[src/rtl/bert_pkg.sv]
package bert_pkg;

    localparam int PAT_W    = 32;
    localparam int LEN_W    = 4;
    localparam int LEN_BASE = 17;
    localparam int RATE_W   = 3;
    localparam int PRBS_W   = 15;
    localparam int CNT_W    = 24;
    localparam int IDX_W    = $clog2(PAT_W);

    localparam logic [PRBS_W-1:0] PRBS_SEED = '1;

    typedef enum logic [1:0] {
        SE_ARMED    = 2'd0,
        SE_PENDING  = 2'd1,
        SE_WAIT_LOW = 2'd2
    } se_state_t;

    // 10 to the power of the rate code; 0 when injection is off
    function automatic logic [CNT_W-1:0] decade(input logic [RATE_W-1:0] code);
        logic [CNT_W-1:0] v;
        v = (code == '0) ? '0 : CNT_W'(1);
        for (int k = 1; k < (1 << RATE_W); k++) begin
            if (k <= int'(code)) v = v * CNT_W'(10);
        end
        return v;
    endfunction

endpackage

[src/rtl/bert_pat_src.sv]
module bert_pat_src
    import bert_pkg::*;
(
    input  logic             clk,
    input  logic             rst_n,
    input  logic             emit,
    input  logic             restart,
    input  logic             prbs_mode,
    input  logic [LEN_W-1:0] len_sel,
    input  logic [PAT_W-1:0] pattern,
    output logic             raw_bit
);

    logic [IDX_W-1:0]  idx_q;
    logic [PRBS_W-1:0] lfsr_q;
    logic [PRBS_W-1:0] lfsr_step;
    logic [IDX_W-1:0]  last_idx;

    assign last_idx = IDX_W'(LEN_BASE - 1) + IDX_W'(len_sel);

    always_comb begin
        lfsr_step = {lfsr_q[PRBS_W-2:0], lfsr_q[PRBS_W-1] ^ lfsr_q[PRBS_W-2]};
        if (lfsr_step == '0) lfsr_step = PRBS_SEED;
    end

    always_ff @(posedge clk or negedge rst_n) begin
        if (!rst_n) begin
            idx_q  <= '0;
            lfsr_q <= PRBS_SEED;
        end else if (restart) begin
            idx_q  <= '0;
            lfsr_q <= PRBS_SEED;
        end else if (emit) begin
            if (prbs_mode) begin
                lfsr_q <= lfsr_step;
            end else if (idx_q >= last_idx) begin
                idx_q <= '0;
            end else begin
                idx_q <= idx_q + IDX_W'(1);
            end
        end
    end

    assign raw_bit = prbs_mode ? lfsr_q[PRBS_W-1] : pattern[idx_q];

endmodule

[src/rtl/bert_rate_cnt.sv]
module bert_rate_cnt
    import bert_pkg::*;
(
    input  logic              clk,
    input  logic              rst_n,
    input  logic              emit,
    input  logic              restart,
    input  logic [RATE_W-1:0] rate,
    output logic              auto_due
);

    logic [CNT_W-1:0] cnt_q;
    logic             active;

    assign active   = (rate != '0);
    assign auto_due = emit && active && (cnt_q == CNT_W'(1));

    always_ff @(posedge clk or negedge rst_n) begin
        if (!rst_n) begin
            cnt_q <= '0;
        end else if (restart) begin
            cnt_q <= decade(rate);
        end else if (emit && active) begin
            if (cnt_q <= CNT_W'(1)) cnt_q <= decade(rate);
            else                    cnt_q <= cnt_q - CNT_W'(1);
        end
    end

endmodule

[src/rtl/bert_single_fsm.sv]
module bert_single_fsm
    import bert_pkg::*;
(
    input  logic clk,
    input  logic rst_n,
    input  logic single_err,
    input  logic emit,
    output logic se_pend,
    output logic se_wait
);

    se_state_t state_q, state_d;

    always_ff @(posedge clk or negedge rst_n) begin
        if (!rst_n) state_q <= SE_WAIT_LOW;
        else        state_q <= state_d;
    end

    always_comb begin
        state_d = state_q;
        unique case (state_q)
            SE_ARMED:    if (single_err) state_d = SE_PENDING;
            SE_PENDING:  if (emit) state_d = single_err ? SE_WAIT_LOW : SE_ARMED;
            SE_WAIT_LOW: if (!single_err) state_d = SE_ARMED;
            default:     state_d = SE_WAIT_LOW;
        endcase
    end

    always_comb begin
        se_pend = (state_q == SE_PENDING);
        se_wait = (state_q == SE_WAIT_LOW);
    end

endmodule

[src/rtl/bert_gen.sv]
module bert_gen
    import bert_pkg::*;
(
    input  logic              clk,
    input  logic              rst_n,
    input  logic              bit_en,
    input  logic              prbs_mode,
    input  logic [PAT_W-1:0]  pattern,
    input  logic [RATE_W-1:0] err_rate,
    input  logic              single_err,
    input  logic [LEN_W-1:0]  len_sel,
    output logic              bit_out,
    output logic              err_flag
);

    logic [RATE_W-1:0] rate_q;
    logic              mode_q;
    logic              cfg_chg;
    logic              emit;
    logic              raw_bit;
    logic              auto_due;
    logic              se_pend;
    logic              se_wait;
    logic              inject;

    assign cfg_chg = (err_rate != rate_q) || (prbs_mode != mode_q);
    assign emit    = bit_en && !cfg_chg;
    assign inject  = auto_due || (se_pend && emit);

    bert_pat_src u_src (
        .clk       (clk),
        .rst_n     (rst_n),
        .emit      (emit),
        .restart   (cfg_chg),
        .prbs_mode (prbs_mode),
        .len_sel   (len_sel),
        .pattern   (pattern),
        .raw_bit   (raw_bit)
    );

    bert_rate_cnt u_rate (
        .clk      (clk),
        .rst_n    (rst_n),
        .emit     (emit),
        .restart  (cfg_chg),
        .rate     (err_rate),
        .auto_due (auto_due)
    );

    bert_single_fsm u_single (
        .clk        (clk),
        .rst_n      (rst_n),
        .single_err (single_err),
        .emit       (emit),
        .se_pend    (se_pend),
        .se_wait    (se_wait)
    );

    always_ff @(posedge clk or negedge rst_n) begin
        if (!rst_n) begin
            rate_q <= '0;
            mode_q <= 1'b0;
        end else begin
            rate_q <= err_rate;
            mode_q <= prbs_mode;
        end
    end

    always_ff @(posedge clk or negedge rst_n) begin
        if (!rst_n) begin
            bit_out  <= 1'b0;
            err_flag <= 1'b0;
        end else begin
            err_flag <= emit && inject;
            if (emit) bit_out <= raw_bit ^ inject;
        end
    end

endmodule

[config.mk]
export PLATFORM = sky130hd
export DESIGN_NAME = bert_gen
export DESIGN_NICKNAME = d
export VERILOG_FILES = /design/src/rtl/bert_pkg.sv /design/src/rtl/bert_pat_src.sv /design/src/rtl/bert_rate_cnt.sv /design/src/rtl/bert_single_fsm.sv /design/src/rtl/bert_gen.sv
export SDC_FILE = /design/constraint.sdc
export NUM_CORES = 1
export LEC_CHECK = 0
export BUFFER_PORTS_ARGS = -buffer_cell sky130_fd_sc_hd__clkbuf_2
export CORE_ASPECT_RATIO = 0.5
export CORE_MARGIN = 10
export CORE_UTILIZATION = 30
export CTS_BUF_LIST = sky130_fd_sc_hd__clkbuf_8
export DETAILED_ROUTE_END_ITERATION = 8
export PLACE_DENSITY = 0.51
export SYNTH_ARGS = -nofsm -noshare
export SYNTH_HDL_FRONTEND = slang
export SYNTH_SLANG_ARGS = --single-unit
[constraint.sdc]
create_clock -name clk -period 3.1 [get_ports clk]
set_input_delay 0.93 -clock clk [delete_from_list [all_inputs] [get_ports clk]]
set_output_delay 0.93 -clock clk [all_outputs]
set_load 0.05 [all_outputs]
==> flow_summary.toml <==
[hold_path]
hp-class = "reg -> reg"
hp-start = "u_single.state_q[0]$_DFFE_PN0P_"

[yosys]
synthesis.area_sq_um = 7198
synth_top_area_frac = 0.2086
ys.flop_type = "dfrtp_1"
synth_area_leaders = "ha_1, dfrtp_1, dfstp_2, a21oi_1, xnor2_1"
ys_ff_latch = 52
ys.warnings.count = 0
ys_async_sr_fraction = 1.000
synth-edff-count = 0
yosys.area.top_type = "ha_1"
ys_seq_area_frac = 0.1836
synth_area_per_cell_sq_um = 8.170
yosysUniqueCellTypes = 77
netlist_instances = 881

[sta]
max_freq_ghz = 0.1304
fin_ws_ns = -4.571
tns_ns = -67.67
maxSlewHeadroom = 0.4853
finalHoldViolCount = 0
finalClockSkew_ns = 0.01092
layout_min_cycle_time_ns = 7.671
setup_viol = 20
rsz0062_at_grt = "yes"
finalCritPeriodShare = 2.475
drv_slew = 0
worst_slew_pin_slew_ns = 0.7693

[placement]
hpwl_microns = 18660
place_area_sq_um = 10250
port-buffer-count = 45
gp_congestion = 0.8687
preCtsSetupSlack_ns = -5.163

[final_layout]
final_core_util = 0.5082
fin_nets = 1393
final_cell_mix = "buf_4, nor2_1, nand2_1"
layout_commonest_cell = "buf_4"
seq_area_sq_um = 1321
n_antenna_cell = 0
final_layout_size_suffix_gt1_frac = 0.4967
fin_area_sq_um = 11780
fillCellCount = 2143
multiInputGateArea_sq_um = 7079
area_growth_pct = 63.65

[global_routing]
grt_start_max_net_pins = 28
grt_use_total = 0.1509
grt_first_pass_wirelength_microns = 38870
grt_overflow = 0
grt_pass1_vias = 7951
grt_antenna_before_repair = 0

[drt]
vias = 7776
drt_iter0_drc = 385
drc = 0
ant_nets = 0
wl_microns = 23940
dr.pass1.iters = 5
via_per_inst = 5.072
wl_per_cell_microns = 15.61

[cts]
htreeDepth = 2
cts_root_buf = "clkbuf_8"
cts_buffer_depth = 2
clk_latency_ns = 0.32
cts_made_buffers = 5
cts_sinks = 52
clkTransAtPathRegs_ns = 0.10
cts_hold_buffers = 0
cts_tree = "done"

[worst_setup_path]
r2r-start = "u_rate.cnt_q[8]$_DFFE_PN0P_"
startpoint = "err_rate[2]"
cp.arrival_ns = 7.90
start_kind = "input pin"
end_kind = "register"
slowest_delay_ns = 0.41
path_common_cell = "ha_4"
critPathMaxFanout = 5
crit_required_ns = 3.33
critPathSlowestCell = "a221o_1"
critPathKind = "in -> reg"

[floorplanning]
core_sq_um = 23180
start_util = 0.3106
rows = 39
die_w_microns = 239.1
die_y_microns = 129.5
die-area_sq_um = 30970
ios = 46

[run]
maxCapViolCount = 0

[power_and_ir_drop]
powerDensity_nw_per_um2 = 545.8
total_power_mw = 6.430
vdd_drop_max_mv = 0.2573
leakage_nw = 5.394

[status]
violations = "negative setup slack"
status = "finished, violations left"
==> area by class of cell <==
cell class | count | share of cell area
multi-input cells | 759 | 0.6010
clock inverters | 3 | 0.002230
clock buffers | 5 | 0.005842
repair buffers | 362 | 0.2300
flip-flops and latches | 52 | 0.1122
inverters | 45 | 0.01625
well taps | 307 | 0.03261
==> kinds of logic (layout without fill, tap and decap cells) <==
kind of cell    after synthesis  count (layout)  share of synthesized area
flops                        52              52                     0.1836
compound gates              280             280                     0.2545
other cells                   1               6                  0.0005210
buf+inv                      75             415                    0.04120
simple gates                269             269                     0.1810
fa+ha+maj                   124             124                     0.2197
xor+xnor                     56              56                    0.06814
mux                          24              24                    0.05145
==> metrics by stage <==
stage / instances / hold WS [ns]
final: 1533 / 0.5008
after global routing: 1533 / 0.5308
after CTS: 1520 / 0.5051
after detailed placement: 1463 / 0.4870
after global placement: 1463 / 0.4775
after floorplan: 886 / 0.4607
==> Yosys cell counts, types with 10 or more instances <==
library cell	n
a21o_1	20
nand2b_1	15
ha_1	120
o21ai_0	64
o31ai_1	11
nand2_1	75
inv_1	44
nor2_1	80
mux2i_1	10
xnor2_1	39
mux4_2	10
dfrtp_1	36
o21a_1	10
nand3_1	18
dfstp_2	16
xor2_1	17
clkbuf_1	22
o22a_1	15
nor3_1	18
a21oi_1	81
a211oi_1	10
==> per-layer routing <==
layer | wire length, microns | part of all wire | track usage
met5 | 0 | 0 | 0
met4 | 320 | 0.013 | 0.03275
met3 | 644 | 0.027 | 0.01333
met2 | 11610 | 0.48 | 0.2747
met1 | 11360 | 0.47 | 0.1914
==> worst max-delay path: cells and delay by family <==
kind                     cells  cell delay (ns)
AO/OA/AOI/OAI               15             2.51
XOR/XNOR                     3             0.41
adder cells (fa/ha/maj)      9             2.24
buffers and inverters       12             1.40
AND/OR/NAND/NOR              5             0.40
==> path summary, 6_finish.rpt <==
path	to	depth (start not counted)	slack, ns
min in group asynchronous	u_rate.cnt_q[20]$_DFFE_PN0P_	1	0.66
worst max register to register	u_rate.cnt_q[15]$_DFFE_PN0P_	10	0.31
max in group asynchronous	u_src.lfsr_q[10]$_DFFE_PN1P_	2	1.77
worst min register to register	u_single.state_q[0]$_DFFE_PN0P_	1	0.50
worst min-delay path	u_single.state_q[0]$_DFFE_PN0P_	1	0.50
worst max-delay path	u_rate.cnt_q[22]$_DFFE_PN0P_	44	-4.57
==> repair_timing <==
action | CTS | global route
resized for setup | 91 | 82
pin swaps | 73 | 92
setup buffers | 49 | 14
setup endpoints to repair | 20 | 21
endpoints found under the hold margin | 0 | 0
==> state kept, by name, summed over array words and instances, names as in the netlist <==
signal,cells
u_rate.cnt_q,24
u_src.lfsr_q,15
u_src.idx_q,5
rate_q,3
u_single.state_q,2
bit_out,1
err_flag,1
mode_q,1
==> where the power goes <==
group | switching [mW] | internal (mW)
clock | 0.248 | 0.167
sequential | 0.104 | 0.778
combinational | 2.31 | 2.83
total | 2.66 | 3.77
No activity file was read; power rests on OpenSTA's default activity.
